File: src/rtl/ctb_pkg.sv
package ctb_pkg;
  typedef enum logic [1:0] {
    MODE_COF     = 2'd0,
    MODE_LOOP    = 2'd1,
    MODE_DETAIL  = 2'd2,
    MODE_PROFILE = 2'd3
  } cap_mode_e;

  typedef enum logic [2:0] {
    EV_NONE     = 3'd0,
    EV_BR_TAKEN = 3'd1,
    EV_IND_JUMP = 3'd2,
    EV_RETURN   = 3'd3,
    EV_VECTOR   = 3'd4,
    EV_DATA     = 3'd5
  } ev_kind_e;

  typedef enum logic [1:0] {
    CY_PFETCH = 2'd0,
    CY_FREE   = 2'd1,
    CY_READ   = 2'd2,
    CY_WRITE  = 2'd3
  } cyc_e;
endpackage

File: src/rtl/ctb_filter.sv
module ctb_filter
  import ctb_pkg::*;
#(
  parameter int DW = 16
) (
  input  logic          clk_i,
  input  logic          rst_ni,
  input  logic          clr_i,
  input  logic          cap_en_i,
  input  cap_mode_e     mode_i,
  input  logic          ev_valid_i,
  input  ev_kind_e      kind_i,
  input  cyc_e          cyc_i,
  input  logic          vec_excl_i,
  input  logic [DW-1:0] addr_i,
  input  logic [DW-1:0] data_i,
  input  logic          evb_mode_i,
  input  logic          evb_hit_i,
  output logic          wr0_o,
  output logic          wr1_o,
  output logic [DW-1:0] wr0_d_o,
  output logic [DW-1:0] wr1_d_o
);
  logic [DW-1:0] cmp_q;
  logic          cmp_v_q;
  logic          is_cof, loop_hit, data_cyc;
  logic          wr0_raw, wr1_raw, cof_path;

  always_comb begin
    unique case (kind_i)
      EV_BR_TAKEN, EV_IND_JUMP, EV_RETURN: is_cof = ev_valid_i;
      EV_VECTOR:                           is_cof = ev_valid_i & ~vec_excl_i;
      default:                             is_cof = 1'b0;
    endcase
  end

  // comparator is treated as empty in the re-arm cycle
  assign loop_hit = cmp_v_q & ~clr_i & (addr_i == cmp_q);
  assign data_cyc = ev_valid_i & ((cyc_i == CY_READ) | (cyc_i == CY_WRITE));

  always_comb begin
    wr0_raw  = 1'b0;
    wr1_raw  = 1'b0;
    wr0_d_o  = addr_i;
    wr1_d_o  = data_i;
    cof_path = 1'b0;
    unique case (mode_i)
      MODE_COF, MODE_LOOP: begin
        if (evb_mode_i) begin
          wr0_raw = evb_hit_i;
          wr0_d_o = data_i;
        end else begin
          cof_path = 1'b1;
          wr0_raw  = is_cof & ~((mode_i == MODE_LOOP) & loop_hit);
        end
      end
      MODE_DETAIL: begin
        wr0_raw = data_cyc;
        wr1_raw = data_cyc;
      end
      default: ;
    endcase
  end

  assign wr0_o = cap_en_i & wr0_raw;
  assign wr1_o = cap_en_i & wr1_raw;

  logic loop_store;
  assign loop_store = wr0_o & cof_path & (mode_i == MODE_LOOP);

  always_ff @(posedge clk_i or negedge rst_ni) begin
    if (!rst_ni) begin
      cmp_q   <= '0;
      cmp_v_q <= 1'b0;
    end else if (loop_store) begin
      cmp_q   <= addr_i;
      cmp_v_q <= 1'b1;
    end else if (clr_i) begin
      cmp_v_q <= 1'b0;
    end
  end

  AST_DETAIL_PAIR: assert property (@(posedge clk_i) disable iff (!rst_ni)
    wr1_o |-> (wr0_o && mode_i == MODE_DETAIL));
  AST_LOOP_NO_REPEAT: assert property (@(posedge clk_i) disable iff (!rst_ni)
    (loop_store && $past(loop_store) && !clr_i) |-> (addr_i != $past(addr_i)));
endmodule

File: src/rtl/ctb_store.sv
module ctb_store #(
  parameter int DW    = 16,
  parameter int DEPTH = 64,
  localparam int PW   = $clog2(DEPTH),
  localparam int CW   = PW + 1
) (
  input  logic          clk_i,
  input  logic          rst_ni,
  input  logic          clr_i,
  input  logic          wr0_i,
  input  logic          wr1_i,
  input  logic [DW-1:0] wr0_d_i,
  input  logic [DW-1:0] wr1_d_i,
  input  logic [PW-1:0] rd_off_i,
  output logic [DW-1:0] rd_data_o,
  output logic [CW-1:0] count_o,
  output logic          full_o
);
  logic [DW-1:0] mem [DEPTH];
  logic [PW-1:0] wptr_q, base_ptr, ptr1, oldest;
  logic [CW-1:0] cnt_q, base_cnt;
  logic [CW:0]   sum;
  logic [1:0]    n_wr;

  assign base_ptr = clr_i ? '0 : wptr_q;
  assign base_cnt = clr_i ? '0 : cnt_q;
  assign ptr1     = base_ptr + PW'(1);
  assign n_wr     = {1'b0, wr0_i} + {1'b0, wr0_i & wr1_i};
  assign sum      = {1'b0, base_cnt} + (CW+1)'(n_wr);

  always_ff @(posedge clk_i or negedge rst_ni) begin
    if (!rst_ni) begin
      wptr_q <= '0;
      cnt_q  <= '0;
    end else begin
      wptr_q <= base_ptr + PW'(n_wr);
      cnt_q  <= (sum > (CW+1)'(DEPTH)) ? CW'(DEPTH) : sum[CW-1:0];
    end
  end

  always_ff @(posedge clk_i) begin
    if (wr0_i) mem[base_ptr] <= wr0_d_i;
    if (wr0_i && wr1_i) mem[ptr1] <= wr1_d_i;
  end

  assign full_o    = (cnt_q == CW'(DEPTH));
  assign oldest    = full_o ? wptr_q : '0;
  assign rd_data_o = mem[oldest + rd_off_i];
  assign count_o   = cnt_q;

  AST_CNT_BOUND: assert property (@(posedge clk_i) disable iff (!rst_ni)
    count_o <= CW'(DEPTH));
  AST_FULL_STICKY: assert property (@(posedge clk_i) disable iff (!rst_ni)
    (full_o && !clr_i) |=> full_o);
  AST_CLR_EMPTIES: assert property (@(posedge clk_i) disable iff (!rst_ni)
    (clr_i && !wr0_i) |=> (count_o == '0));
endmodule

File: src/rtl/ctb_reader.sv
module ctb_reader
  import ctb_pkg::*;
#(
  parameter int DW    = 16,
  parameter int DEPTH = 64,
  localparam int PW   = $clog2(DEPTH)
) (
  input  logic          clk_i,
  input  logic          rst_ni,
  input  logic          clr_i,
  input  logic          arm_i,
  input  cap_mode_e     mode_i,
  input  logic          rd_i,
  input  logic          inst_done_i,
  input  logic [DW-1:0] inst_pc_i,
  input  logic [DW-1:0] mem_data_i,
  output logic [PW-1:0] rd_off_o,
  output logic [DW-1:0] rd_data_o
);
  logic [PW-1:0] off_q;
  logic [DW-1:0] last_pc_q;
  logic          prof;

  assign prof = (mode_i == MODE_PROFILE);

  always_ff @(posedge clk_i or negedge rst_ni) begin
    if (!rst_ni) begin
      off_q     <= '0;
      last_pc_q <= '0;
    end else begin
      if (clr_i) off_q <= '0;
      else if (rd_i && !arm_i && !prof) off_q <= off_q + PW'(1);
      if (inst_done_i) last_pc_q <= inst_pc_i;
    end
  end

  assign rd_off_o  = off_q;
  assign rd_data_o = prof ? last_pc_q : (arm_i ? '0 : mem_data_i);

  AST_RD_BLOCKED: assert property (@(posedge clk_i) disable iff (!rst_ni)
    (arm_i && !clr_i && !prof) |=> $stable(off_q));
  AST_PROF_NO_STEP: assert property (@(posedge clk_i) disable iff (!rst_ni)
    (prof && !clr_i) |=> $stable(off_q));
endmodule

File: src/rtl/cof_trace_buf.sv
module cof_trace_buf
  import ctb_pkg::*;
#(
  parameter int DW    = 16,
  parameter int DEPTH = 64,
  localparam int PW   = $clog2(DEPTH),
  localparam int CW   = PW + 1
) (
  input  logic          clk_i,
  input  logic          rst_ni,
  input  logic [1:0]    mode_i,
  input  logic          arm_i,
  input  logic          trig_i,
  input  logic          ev_valid_i,
  input  logic [2:0]    ev_kind_i,
  input  logic [1:0]    ev_cyc_i,
  input  logic          ev_vec_excl_i,
  input  logic [DW-1:0] ev_addr_i,
  input  logic [DW-1:0] ev_data_i,
  input  logic          evb_mode_i,
  input  logic          evb_hit_i,
  input  logic          inst_done_i,
  input  logic [DW-1:0] inst_pc_i,
  input  logic          rd_i,
  output logic [DW-1:0] rd_data_o,
  output logic [CW-1:0] count_o,
  output logic          full_o
);
  cap_mode_e     mode;
  logic          arm_q, trig_seen_q, arm_rise, cap_en;
  logic          wr0, wr1;
  logic [DW-1:0] wr0_d, wr1_d, mem_data;
  logic [PW-1:0] rd_off;

  assign mode     = cap_mode_e'(mode_i);
  assign arm_rise = arm_i & ~arm_q;
  assign cap_en   = arm_i & (trig_i | (trig_seen_q & ~arm_rise));

  always_ff @(posedge clk_i or negedge rst_ni) begin
    if (!rst_ni) begin
      arm_q       <= 1'b0;
      trig_seen_q <= 1'b0;
    end else begin
      arm_q       <= arm_i;
      trig_seen_q <= arm_i & cap_en;
    end
  end

  ctb_filter #(.DW(DW)) u_filter (
    .clk_i, .rst_ni,
    .clr_i      (arm_rise),
    .cap_en_i   (cap_en),
    .mode_i     (mode),
    .ev_valid_i,
    .kind_i     (ev_kind_e'(ev_kind_i)),
    .cyc_i      (cyc_e'(ev_cyc_i)),
    .vec_excl_i (ev_vec_excl_i),
    .addr_i     (ev_addr_i),
    .data_i     (ev_data_i),
    .evb_mode_i,
    .evb_hit_i,
    .wr0_o      (wr0),
    .wr1_o      (wr1),
    .wr0_d_o    (wr0_d),
    .wr1_d_o    (wr1_d)
  );

  ctb_store #(.DW(DW), .DEPTH(DEPTH)) u_store (
    .clk_i, .rst_ni,
    .clr_i     (arm_rise),
    .wr0_i     (wr0),
    .wr1_i     (wr1),
    .wr0_d_i   (wr0_d),
    .wr1_d_i   (wr1_d),
    .rd_off_i  (rd_off),
    .rd_data_o (mem_data),
    .count_o,
    .full_o
  );

  ctb_reader #(.DW(DW), .DEPTH(DEPTH)) u_reader (
    .clk_i, .rst_ni,
    .clr_i      (arm_rise),
    .arm_i,
    .mode_i     (mode),
    .rd_i,
    .inst_done_i,
    .inst_pc_i,
    .mem_data_i (mem_data),
    .rd_off_o   (rd_off),
    .rd_data_o
  );

  AST_NO_CAP_UNARMED: assert property (@(posedge clk_i) disable iff (!rst_ni)
    !arm_i |-> !wr0);
  AST_PROF_NO_WRITE: assert property (@(posedge clk_i) disable iff (!rst_ni)
    (mode == MODE_PROFILE) |-> !wr0);
  AST_ARM_RESTARTS: assert property (@(posedge clk_i) disable iff (!rst_ni)
    (arm_rise && !trig_i) |-> !wr0);
endmodule

File: config.mk
export PLATFORM = sky130hd
export DESIGN_NAME = cof_trace_buf
export DESIGN_NICKNAME = d
export VERILOG_FILES = /design/src/rtl/ctb_pkg.sv /design/src/rtl/ctb_filter.sv /design/src/rtl/ctb_store.sv /design/src/rtl/ctb_reader.sv /design/src/rtl/cof_trace_buf.sv
export SDC_FILE = /design/constraint.sdc
export NUM_CORES = 2
export LEC_CHECK = 0
export CAP_MARGIN = 20
export CELL_PAD_IN_SITES_DETAIL_PLACEMENT = 1
export CELL_PAD_IN_SITES_GLOBAL_PLACEMENT = 1
export CORE_MARGIN = 1.5
export CORE_UTILIZATION = 51
export CTS_BUF_LIST = sky130_fd_sc_hd__clkbuf_8
export DETAILED_ROUTE_END_ITERATION = 12
export PLACE_DENSITY_LB_ADDON = 0.1
export SLEW_MARGIN = 20
export SYNTH_ARGS = -nofsm -noshare
export SYNTH_HDL_FRONTEND = slang
export SYNTH_SLANG_ARGS = --single-unit
File: constraint.sdc
create_clock -name clk_i -period 4.87 [get_ports clk_i]
set_clock_uncertainty 0.1 [all_clocks]
set_input_delay 0.974 -clock clk_i [delete_from_list [all_inputs] [get_ports clk_i]]
set_output_delay 0.974 -clock clk_i [all_outputs]
set_load 0.03 [all_outputs]
# ---- Word level (Yosys, flattened, before mapping)
# Memories as Yosys holds them, arrays and structs flattened.
# Cells that the tools add are included.
dict set report totals {
  reg_bits 54
  mem_bits_rw 1024
  inputBits 65
  output_inout_bits 24
  memories 1
}
# name words width rd rd_ports_with_merged_regs write_ports line_no
set memory_table {}
lappend memory_table {u_store.mem 64 16 1 0 2 ctb_store.sv:19} ;# logic [DW-1:0] mem [DEPTH];
dict set report classes {
  n_eq_ne 11
  n_mux 22
  magnitude_cmp 1
  n_reduce_logical 10
  n_addsub 6
  bitwise_logic 21
}
# op n
set op_table {}
lappend op_table {{$mux W16} 4}
lappend op_table {{$mux W6} 4}
lappend op_table {{$eq A16 B16 Y1} 1}
lappend op_table {{$and A1 B1 Y1} 15}
lappend op_table {{$mux W7} 2}
lappend op_table {{$add A6 B1 Y6 const B} 2}
lappend op_table {{$mux W1} 10}
lappend op_table {{$add A7 B2 Y8} 1}
lappend op_table {{$eq A2 B2 Y1 const B} 4}
lappend op_table {{$gt A8 B7 Y1 const B} 1}
lappend op_table {{$eq A7 B7 Y1 const B} 1}
lappend op_table {{$add A6 B2 Y6} 1}
lappend op_table {{$add A6 B6 Y6} 1}
lappend op_table {{$eq A3 B2 Y1 const B} 2}
lappend op_table {{$not A1 Y1} 4}
lappend op_table {{$pmux W1 S2} 2}
lappend op_table {{$reduce_bool A2 Y1} 2}
lappend op_table {{$eq A3 B1 Y1 const B} 1}
lappend op_table {{$eq A3 B3 Y1 const B} 1}
lappend op_table {{$logic_and A1 B1 Y1} 3}
lappend op_table {{$reduce_or A3 Y1} 1}
lappend op_table {{$add A1 B1 Y2} 1}
lappend op_table {{$eq A2 B1 Y1 const B} 1}
lappend op_table {{$logic_not A1 Y1} 2}
lappend op_table {{3 further kinds} 4}

# ---- Longest topological paths before layout
dict set report logic_depth {
  depth_word 16
  ltp_mapped 17
  ltp_nobuf 14
}

# ---- By module
# From an unflattened synthesis, not the netlist that was laid out.
dict set report unflattened {
  hier_cells 3645
  area_unflattened_um2 56947.1
}
# mod area_each_um2 cells_each seq_area_each_um2 n_inst
set by_module_without_submodules {}
lappend by_module_without_submodules {ctb_store 54398.4 3412 31074.8 1}
lappend by_module_without_submodules {ctb_filter 1281.2 106 425.4 1}
lappend by_module_without_submodules {ctb_reader 1197.4 122 550.5 1}
lappend by_module_without_submodules {cof_trace_buf 70.1 5 50.0 1}

# ---- Worst setup path after synthesis
# No wires, ideal clock.
dict set report synth_timing {
  kind {flip-flop to output port}
  from {register u_store.cnt_q[2] (netlist: u_store.count_o[2])}
  to {output port rd_data_o[10]}
  path_slack_ns -1.661
  required_time_ns 3.796
  arrival_ns 5.457
  stages_incl_launch_ff 13
  path_cell_list {dfrtp_1 buf_2 or4_4 nor4b_1 and2_1 ha_1 a21o_1 a21oi_1 xor2_1 buf_2 mux4_2 a22oi_1 nand4_1}
}
dict set report synth_via {
  elab_chain_len 6
}
# element line_no
set synth_rtl {}
lappend synth_rtl {{start: declaration} ctb_store.sv:21} ;# logic [CW-1:0] cnt_q, base_cnt;
lappend synth_rtl {{start signal: assignment} ctb_store.sv:37} ;# cnt_q <= (sum > (CW+1)'(DEPTH)) ? CW'(DEPTH) : sum[CW-1:0];
lappend synth_rtl {{$eq A7 B7 Y1} ctb_store.sv:46} ;# assign full_o = (cnt_q == CW'(DEPTH));
lappend synth_rtl {{named net full_o} cof_trace_buf.sv:27} ;# output logic full_o
lappend synth_rtl {{$mux W6} ctb_store.sv:47} ;# assign oldest = full_o ? wptr_q : '0;
lappend synth_rtl {{$add A6 B6 Y6} ctb_store.sv:48} ;# assign rd_data_o = mem[oldest + rd_off_i];
lappend synth_rtl {{$mem_v2 Z64 W16} -}
lappend synth_rtl {{$mux W16 (2 in a row)} ctb_reader.sv:38} ;# assign rd_data_o = prof ? last_pc_q : (arm_i ? '0 : mem_data_i);
lappend synth_rtl {{end: declaration} cof_trace_buf.sv:25} ;# output logic [DW-1:0] rd_data_o,
# The timed path passes the listed nets, and every way through them passes these cells.

# ---- Worst setup path after layout
dict set report layout_timing {
  from {register u_store.cnt_q[0] (netlist: u_store.count_o[0])}
  to {output port rd_data_o[5]}
}
dict set report layout_via {
  elab_chain_len 6
}
# element line_no
set layout_rtl {}
lappend layout_rtl {{$eq A7 B7 Y1} ctb_store.sv:46}
lappend layout_rtl {{$mux W6} ctb_store.sv:47}
lappend layout_rtl {{$add A6 B6 Y6} ctb_store.sv:48}
lappend layout_rtl {{$mem_v2 Z64 W16} -}
lappend layout_rtl {{$mux W16 (2 in a row)} ctb_reader.sv:38}
# Every way passes these cells.

==> flow_summary.json <==
{
  "grt_max_degree": 65,
  "max_cap_violations": 0,
  "dieArea_um2": 113000,
  "slowest_delay_ns": 0.70,
  "drt_pre_antenna_iters": 5,
  "worstPathCellList": "or4_4 > nor4b_4 > buf_4 > and2_4 > ha_4 > fa_4 > buf_12 > buf_16 > mux4_2 > mux4_2 > a22oi_2 > buf_6 > nand4_1 > buf_6",
  "async_flop_share_pct": 5.01,
  "wl_per_cell_um": 35.2,
  "highest_layer": "met4",
  "final_util_pct": 59.8,
  "cts.sinks": 1078,
  "crit_path_end_kind": "primary output",
  "ys.flop_type": "edfxtp_1",
  "switching_power_mw": 6.23,
  "yosys_register_bits": 1078,
  "core_um2": 109000,
  "path_delay_family": "simple AND/OR/NAND/NOR gates",
  "yosysWarnings": 0,
  "clk_path_buf_depth": 3,
  "drt_iter0_drc": 4077,
  "hold_path_class": "in -> async",
  "wl_met1_um": 76700,
  "fin_crit_sh_pct": 132,
  "cp_data_arrival_time_ns": 5.38,
  "drv_slew": 0,
  "die_w_um": 335,
  "rsz0062_at_grt": "true",
  "grt_overflow": 0,
  "vdd_drop_max_mv": 0.222,
  "cp_data_required_time_ns": 3.80,
  "fp-row-count": 121,
  "slew_headroom_pct": 22.0,
  "yosysSeqAreaShare_pct": 56.9,
  "violations": "setup timing",
  "status": "finished, violations left",
  "cts_buffers": 183,
  "finalNonFillerCells": 5249,
  "setup_viol_count_final": 16,
  "power_density_nw_per_um2": 343,
  "setup_tns_ns": -23.82,
  "finalCriticalPeriod_ns": 6.45,
  "avgSynthCellArea_um2": 16.6,
  "max_freq_mhz": 155,
  "via_count": 34600,
  "final-hold-violation-count": 0,
  "cp_max_fo": 6,
  "comb_power_share_pct": 19.5,
  "htreeDepth": 4,
  "synthDistinctLibCells": 72,
  "nFillCells": 9705,
  "drc": 0,
  "area_delta_synth_final_pct": 16.0,
  "met3_length_um": 13700,
  "crit_slowest_cell": "fa_4",
  "gp_congestion": 0.921,
  "cts-root-buf": "clkbuf_8",
  "p_leak_nw": 22.4,
  "grt_pass1_wl_um": 265000,
  "ioPinCount": 89,
  "post-place-cells": 4892,
  "syn_area_um2": 56400,
  "syn_inst": 3399,
  "die_h_um": 335,
  "clockPowerShare_pct": 34.5,
  "route.met2.wl_um": 87100,
  "numPortBuffers": 87,
  "seq_power_share_pct": 46.0,
  "initial_utilization_pct": 51.6,
  "cts_tree": "done",
  "wl_um": 185000,
  "grt_antenna_before_repair": 12,
  "switching_share_pct": 27.7,
  "fin_nets": 3699,
  "clk_latency_ns": 0.89,
  "place_hpwl_um": 112000,
  "grt_pass1_vias": 36200,
  "critPathLaunchType": "flip-flop",
  "critPathBufInv": 5,
  "p_int_mw": 16.2,
  "critPathKind": "reg -> out",
  "worst_pin_slew_ns": 1.17,
  "vias_per_cell": 6.58,
  "grtUsageTotal_pct": 33.1,
  "synth_nets": 3478,
  "fin_ws_ns": -1.58,
  "path_clk_slew_ns": 0.06,
  "drive_above_1_share_pct": 56.2,
  "synth-edff-count": 1024,
  "antenna_left": 0
}
[layout by cell type (no fill, tap or decap), drive strengths merged, types with 13 or more instances in the layout]
master	synthesis	routed
a22oi	16	16
clkbuf	281	198
edfxtp	1024	1024
mux4	304	304
nand2	144	144
inv	10	86
clkdlybuf4s50	0	54
xnor2	17	17
dfrtp	54	54
mux2	1072	1072
clkinv	0	53
nand3	73	73
buf	118	379
nor2	27	27
xor2	13	13
o31ai	59	59
nand4	41	41
o211ai	16	16
[sequential cells by signal, summed over array words and instances (netlist names)]
signal              count
u_store.mem          1024
u_store.count_o         7
u_store.wptr_q          6
u_filter.cmp_v_q        1
arm_q                   1
trig_seen_q             1
u_reader.rd_off_o       6
u_filter.cmp_q         16
u_reader.last_pc_q     16
[cells in the mapped netlist (4+ instances only)]
cell type / n / area share (%)
nand2b_1: 4 / 0.044
nand3_2: 26 / 0.46
nand3_1: 43 / 0.38
buf_1: 36 / 0.24
buf_6: 12 / 0.24
ha_1: 11 / 0.24
nor2_1: 21 / 0.14
a21o_1: 6 / 0.080
nand2_1: 125 / 0.83
xor2_1: 13 / 0.20
o31ai_1: 59 / 0.79
nand3_4: 4 / 0.12
inv_1: 9 / 0.060
o21ai_0: 12 / 0.11
o211ai_1: 16 / 0.21
mux4_2: 304 / 12
or3_1: 6 / 0.067
nand2_4: 18 / 0.36
a22oi_1: 16 / 0.21
clkbuf_1: 281 / 1.9
buf_2: 60 / 0.53
mux2_1: 33 / 0.66
and2_1: 11 / 0.12
a21oi_1: 10 / 0.089
mux2_2: 1038 / 21
buf_4: 10 / 0.13
nor2b_1: 8 / 0.089
dfrtp_1: 54 / 2.4
edfxtp_1: 1024 / 55
nor2_4: 4 / 0.080
nand4_1: 41 / 0.45
and3_1: 4 / 0.044
nor3_1: 5 / 0.044
xnor2_1: 17 / 0.26
o41ai_1: 4 / 0.062
[per-layer routing]
layer  GRT usage, %  vias to the layer above
li1               -                    14000
met1           46.2                    18500
met2           52.2                     1667
met3           5.23                      340
met4           12.8                        0
met5              0                        -
[metrics by stage]
stage | total power, mW | worst slack [ns] | area, um^2 | hold slack [ns]
after floorplan | 13.1 | -0.198 | 56700 | 0.338
after global placement | 14.4 | -0.673 | 61400 | 0.357
after detailed placement | 14.6 | -0.747 | 61400 | 0.364
after CTS | 22.5 | -1.60 | 65300 | 0.00438
after global routing | 23.1 | -1.65 | 65400 | 0.0745
final | 22.5 | -1.58 | 65400 | 0.0517
[final timing paths]
| path | from | endpoint | slack, ns | depth (start not counted) |
|---|---|---|---|---|
| max in group asynchronous | rst_ni | u_filter.cmp_q[3]$_DFFE_PN0P_ | 3.57 | 2 |
| hold / removal | rst_ni | u_reader.last_pc_q[7]$_DFFE_PN0P_ | 0.05 | 1 |
| hold reg to reg | u_filter.cmp_v_q$_DFFE_PN0P_ | u_filter.cmp_v_q$_DFFE_PN0P_ | 0.37 | 2 |
| setup / recovery | u_store.count_o[0]$_DFF_PN0_ | rd_data_o[5] | -1.58 | 14 |
| min in group clk_i | u_filter.cmp_v_q$_DFFE_PN0P_ | u_filter.cmp_v_q$_DFFE_PN0P_ | 0.37 | 2 |
| setup reg to reg | u_filter.cmp_q[3]$_DFFE_PN0P_ | u_store.count_o[4]$_DFF_PN0_ | 0.62 | 14 |
[power by group through the flow]
stage / registers (mW) / logic (mW) / clock network [mW]
final: 10.3 / 4.37 / 7.76
after detailed placement: 10.5 / 4.04 / 0
after global placement: 10.5 / 3.93 / 0
after global routing: 10.3 / 4.53 / 8.22
after CTS: 10.3 / 4.31 / 7.86
after floorplan: 10.5 / 2.54 / 0
[what timing repair did]
| action | 4_1_cts | 5_1_grt |
|---|---|---|
| endpoints found under the hold margin | 0 | 0 |
| hold buffers | 0 | 0 |
| setup buffers | 7 | 2 |
| gates cloned | 8 | 3 |
| pin swaps | 16 | 18 |
| setup endpoints to repair | 16 | 16 |
| gates resized for setup | 54 | 17 |
[area by class of cell]
class / instances / area (um^2) / area share (%)
flip-flops and latches: 1078 / 32100 / 49.1
multi-input cells: 1912 / 23100 / 35.3
repair buffers: 435 / 4900 / 7.50
clock buffers: 196 / 2700 / 4.13
well taps: 1476 / 1850 / 2.82
clock inverters: 139 / 698 / 1.07
inverters: 10 / 37.5 / 0.0574
diodes: 3 / 7.51 / 0.0115
[cell families after synthesis]
family                     synth area share [%]
AOI/OAI and AO/OA                          1.94
muxes                                      33.6
buffers and inverters                      3.08
adders and majority gates                 0.351
xor gates and xnor gates                  0.466
DFF                                        56.9
and+or+nand+nor                            3.64
No activity file was read; power rests on OpenSTA's default activity.
